[src/rtl/fdiag_pkg.sv]
package fdiag_pkg;

    typedef enum logic [1:0] {
        FK_NONE = 2'd0,
        FK_SA0  = 2'd1,
        FK_SA1  = 2'd2
    } fault_kind_e;

endpackage

[src/rtl/fdiag_rom.sv]
module fdiag_rom #(
    parameter int                DEPTH    = 24,
    parameter logic [DEPTH-1:0]  EXP_BITS = '0,
    localparam int               PTR_W    = (DEPTH > 1) ? $clog2(DEPTH) : 1
) (
    input  logic [PTR_W-1:0] ptr,
    output logic             exp_bit
);
    // Fixed response sequence, entry 0 first.
    always_comb begin
        exp_bit = 1'b0;
        for (int i = 0; i < DEPTH; i++) begin
            if (ptr == PTR_W'(i)) exp_bit = EXP_BITS[i];
        end
    end
endmodule

[src/rtl/fdiag_classify.sv]
module fdiag_classify
    import fdiag_pkg::*;
(
    input  logic        obs_bit,
    input  logic        exp_bit,
    output fault_kind_e kind
);
    always_comb begin
        if (obs_bit == exp_bit) kind = FK_NONE;
        else if (exp_bit)       kind = FK_SA0;
        else                    kind = FK_SA1;
    end
endmodule

[src/rtl/fdiag_addr_drv.sv]
module fdiag_addr_drv #(
    parameter int ADDR_W       = 4,
    parameter bit TRISTATE_OUT = 1'b0
) (
    input  logic              valid,
    input  logic [ADDR_W-1:0] addr_in,
    output logic [ADDR_W-1:0] addr_out
);
    generate
        if (TRISTATE_OUT) begin : g_hiz
            assign addr_out = valid ? addr_in : {ADDR_W{1'bz}};
        end else begin : g_zero
            assign addr_out = valid ? addr_in : '0;
        end
    endgenerate
endmodule

[src/rtl/fdiag_top.sv]
module fdiag_top
    import fdiag_pkg::*;
#(
    parameter int               DEPTH        = 24,
    parameter logic [DEPTH-1:0] EXP_BITS     = 24'hA53C0F,
    parameter int               ADDR_W       = 4,
    parameter bit               TRISTATE_OUT = 1'b0
) (
    input  logic              clk,
    input  logic              rst,
    input  logic              obs_bit,
    input  logic [ADDR_W-1:0] test_addr,
    output logic              faulty,
    output logic              sa0,
    output logic              sa1,
    output logic [ADDR_W-1:0] fault_addr,
    output logic              addr_valid,
    output logic              any_fault
);
    localparam int               PTR_W = (DEPTH > 1) ? $clog2(DEPTH) : 1;
    localparam logic [PTR_W-1:0] LAST  = PTR_W'(DEPTH - 1);

    typedef struct packed {
        logic [PTR_W-1:0]  ptr;
        logic              faulty;
        logic              sa0;
        logic              sa1;
        logic              any;
        logic [ADDR_W-1:0] addr;
    } st_t;

    st_t         st_d, st_q;
    logic        exp_bit;
    fault_kind_e kind;

    fdiag_rom #(
        .DEPTH    (DEPTH),
        .EXP_BITS (EXP_BITS)
    ) u_rom (
        .ptr     (st_q.ptr),
        .exp_bit (exp_bit)
    );

    fdiag_classify u_cls (
        .obs_bit (obs_bit),
        .exp_bit (exp_bit),
        .kind    (kind)
    );

    always_comb begin
        st_d = st_q;
        if (rst) begin
            st_d = '0;
        end else begin
            st_d.ptr    = (st_q.ptr == LAST) ? '0 : st_q.ptr + 1'b1;
            st_d.faulty = (kind != FK_NONE);
            st_d.sa0    = (kind == FK_SA0);
            st_d.sa1    = (kind == FK_SA1);
            st_d.addr   = (kind != FK_NONE) ? test_addr : '0;
            st_d.any    = st_q.any | (kind != FK_NONE);
        end
    end

    always_ff @(posedge clk) begin
        st_q <= st_d;
    end

    fdiag_addr_drv #(
        .ADDR_W       (ADDR_W),
        .TRISTATE_OUT (TRISTATE_OUT)
    ) u_drv (
        .valid    (st_q.faulty),
        .addr_in  (st_q.addr),
        .addr_out (fault_addr)
    );

    assign faulty     = st_q.faulty;
    assign sa0        = st_q.sa0;
    assign sa1        = st_q.sa1;
    assign addr_valid = st_q.faulty;
    assign any_fault  = st_q.any;
endmodule

[config.mk]
export PLATFORM = sky130hd
export DESIGN_NAME = fdiag_top
export DESIGN_NICKNAME = d
export VERILOG_FILES = /design/src/rtl/fdiag_pkg.sv /design/src/rtl/fdiag_rom.sv /design/src/rtl/fdiag_classify.sv /design/src/rtl/fdiag_addr_drv.sv /design/src/rtl/fdiag_top.sv
export SDC_FILE = /design/constraint.sdc
export NUM_CORES = 1
export LEC_CHECK = 0
export BUFFER_PORTS_ARGS = -buffer_cell sky130_fd_sc_hd__buf_4
export CORE_ASPECT_RATIO = 1.2
export CORE_MARGIN = 8
export CORE_UTILIZATION = 25
export DETAILED_ROUTE_END_ITERATION = 10
export PLACE_DENSITY = 0.55
export RECOVER_POWER = 25
export SYNTH_ARGS = -nofsm -noshare
export SYNTH_HDL_FRONTEND = slang
export SYNTH_SLANG_ARGS = --single-unit
[constraint.sdc]
create_clock -name clk -period 2.2 [get_ports clk]
set_clock_uncertainty 0.1 [all_clocks]
set_input_delay 0 -clock clk [delete_from_list [all_inputs] [get_ports clk]]
set_output_delay 0 -clock clk [all_outputs]
set_load 0.1 [all_outputs]
==> flow_metrics.py <==
metrics = {
    "synth": {
        "yosysWarnings": 0,
        "synth_cells": 65,
        "syn_area_per_cell_sq_um": 9.30,
        "yosysUniqueCellTypes": 21,
        "ys_seq_area_share_pct": 43.1,
        "synth_fa_ha_area_share_pct": 14.5,
        "synth_compound_area_share_pct": 10.6,
        "syn_nets": 79,
        "syn_area_sq_um": 604,
        "synth-simple-area-share_pct": 22.6,
        "synth_top_family_by_area": "simple AND/OR/NAND/NOR gates",
        "synthMuxAreaShare_pct": 0,
        "synth_xor_area_share_pct": 2.90,
        "ys_ff_latch": 13,
    },
    "power_and_ir_drop": {
        "p_int_mw": 0.385,
        "power_switching_mw": 0.241,
        "p_comb_share_pct": 34.3,
        "vdd_drop_max_v": 0.000426,
        "swShare_pct": 38.5,
        "p_per_area_nw_per_um2": 744,
        "pwr-share-clk_pct": 23.2,
        "pwr-share-seq_pct": 42.6,
        "leakagePower_nw": 0.379,
    },
    "global_routing": {
        "antenna_found_initial": 0,
        "grt_pass1_wl_um": 2100,
        "gr-usage-all-layers_pct": 6.39,
        "grt_pass1_vias": 518,
        "grt_max_degree": 9,
        "grt_overflow": 0,
    },
    "cells_and_area": {
        "area.growth.synth_to_final_pct": 39.1,
        "most-common-layout-cells": "12 x dfxtp_1, 12 x buf_4, 8 x nor2_1, 8 x and2_1",
        "nNetsFinal": 105,
        "instances_no_fill": 121,
        "drive_gt1_share_pct": 21.1,
        "insertedDiodeCount": 0,
    },
    "worst_setup_path": {
        "path_buf_inv": 0,
        "cp_max_fo": 5,
        "crit_family": "adder cells",
        "crit_type": "reg2reg",
        "path_cells": "ha_1 -> and3_1 -> ha_1 -> a211o_1 -> o221ai_2 -> ha_1 -> nor2_4 -> and2_1",
        "arrival_ns": 2.16,
        "cp.required_ns": 2.31,
        "max_stage_delay_ns": 0.35,
        "cp-startpoint": "st_q[8]",
        "cp_common_cell": "ha_1",
        "startpoint_type": "flip-flop",
        "end_kind": "flip-flop",
        "cpMaxStageDelayCell": "dfxtp_2",
        "r2r_start": "st_q[8]",
    },
    "floorplanning": {
        "row_count": 19,
        "die_y_um": 69.9,
        "initial_core_util_pct": 26.5,
        "io_pins": 16,
        "dieArea_sq_um": 4250,
        "die_width_um": 60.9,
        "coreArea_sq_um": 2280,
    },
    "placement": {
        "dpl.hpwl_um": 904,
        "port_buffers": 15,
        "dpl.cell_count": 111,
        "place_congestion": 0.737,
    },
    "hold_path": {
        "min_from": "any_fault",
        "hp-class": "reg2reg",
    },
    "routing": {
        "postRouteAntennaNets": 0,
        "viasPerCell": 4.14,
        "first_pass_iters": 3,
        "routed_wl_um": 1260,
        "first_iter_violations": 4,
        "vias": 501,
        "drc": 0,
        "routedWlPerCell_um": 10.4,
    },
    "timing": {
        "max_freq_ghz": 0.489,
        "hold_viol": 0,
        "fin_crit_sh_pct": 93.0,
        "fin_crit_ns": 2.05,
        "setup_viol": 0,
        "max_slew_margin_pct": 21.2,
        "finalMaxSlewViolations": 0,
        "rsz0062_at_grt": "no",
        "tns_ns": 0,
        "worst_pin_slew_ns": 1.19,
    },
    "clock_tree": {
        "root_buffer": "clkbuf_4",
        "cts.sinks": 13,
        "htreeDepth": 1,
        "clk_pin_slew_worst_paths_ns": 0.08,
        "cts_buffers": 3,
        "cts_max_path_buffers": 2,
        "post-cts-setup-buffers": 0,
        "cts_tree": "done",
        "clock_latency_ns": 0.27,
    },
    "outcome": {
        "status": "finished, final reports clean",
    },
    "flow_run": {
        "cap_violations": 0,
    },
}
## metal layers
layer | wire, um | vias to the layer above | GRT usage (%)
li1 | - | 260 | -
met4 | 12 | 0 | 1.82
met1 | 598 | 222 | 5.79
met5 | 0 | - | 0
met3 | 101 | 2 | 4.76
met2 | 551 | 17 | 10.7
## tightest hold or removal path, delay by kind of cell (launching register included)
family / cells / cell delay, ns
flops: 1 / 0.31
compound gates: 1 / 0.05
buf+inv: 1 / 0.05
## final timing paths
check / to / slack [ns] / cells after the start
hold reg to reg: any_fault / 0.35 / 2
setup / recovery: st_q[3] / 0.15 / 8
hold / removal: any_fault / 0.35 / 2
setup reg to reg: st_q[3] / 0.15 / 8
## power groups by stage
| stage | clock network [mW] | logic (mW) | registers [mW] |
|---|---|---|---|
| 2_1_floorplan | 0 | 0.103 | 0.334 |
| 3_5_place_dp | 0 | 0.209 | 0.272 |
| 4_1_cts | 0.154 | 0.218 | 0.267 |
| 6_report | 0.145 | 0.214 | 0.266 |
| 3_3_place_gp | 0 | 0.209 | 0.272 |
| 5_1_grt | 0.166 | 0.231 | 0.270 |
## flip-flops by register name, summed over array words and instances, names as in the netlist
| register | cells |
|---|---|
| sa0 | 1 |
| sa1 | 1 |
| any_fault | 1 |
| addr_valid | 1 |
| st_q | 9 |
## through the flow
step / setup WS, ns / cell area (sq um) / power, mW / hold slack [ns] / util [%]
3_5_place_dp: 0.0460 / 758 / 0.481 / 0.108 / 33.2
5_1_grt: 0.0197 / 841 / 0.667 / 0.384 / 36.8
6_report: 0.155 / 841 / 0.626 / 0.352 / 36.8
4_1_cts: 0.00952 / 845 / 0.639 / 0.354 / 37.0
3_3_place_gp: 0.0952 / 758 / 0.481 / 0.109 / 33.2
2_1_floorplan: 0.146 / 604 / 0.437 / -0.0309 / -
## cell usage after synthesis (all sizes together)
master,count,share of area [%]
inv,7,4.3
and2,8,8.3
nor2,9,5.6
xnor2,1,1.4
nor2b,5,5.2
nand3,1,0.83
o221a,1,1.9
a211o,1,1.4
o221ai,1,1.4
nand2b,1,1.0
nand2,1,0.62
ha,7,14
o22a,1,1.4
and3,1,1.0
xor2,1,1.4
buf,2,2.1
dfxtp,13,43
a21oi,2,1.7
o211ai,1,1.2
a31o,1,1.4
## timing repair
item,CTS,global route
endpoints found under the hold margin,13,0
endpoints found under the setup margin,0,5
resized for setup,0,4
hold buffers,6,0
## area by class of cell
| class | instances | area (sq um) |
|---|---|---|
| timing repair buffer | 23 | 169 |
| sequential | 13 | 262 |
| multi-input combinational | 43 | 319 |
| tap | 31 | 38.8 |
| clock buffer | 4 | 26.3 |
| fill | 249 | 1440 |
| inverter | 7 | 26.3 |
## cells by family after synthesis
group | after synthesis
AOI/OAI and AO/OA | 8
buffers and inverters | 9
xor gates and xnor gates | 2
adders and majority gates | 7
DFF | 13
and+or+nand+nor | 26
Note: power is estimated with default switching activity, not from simulation.
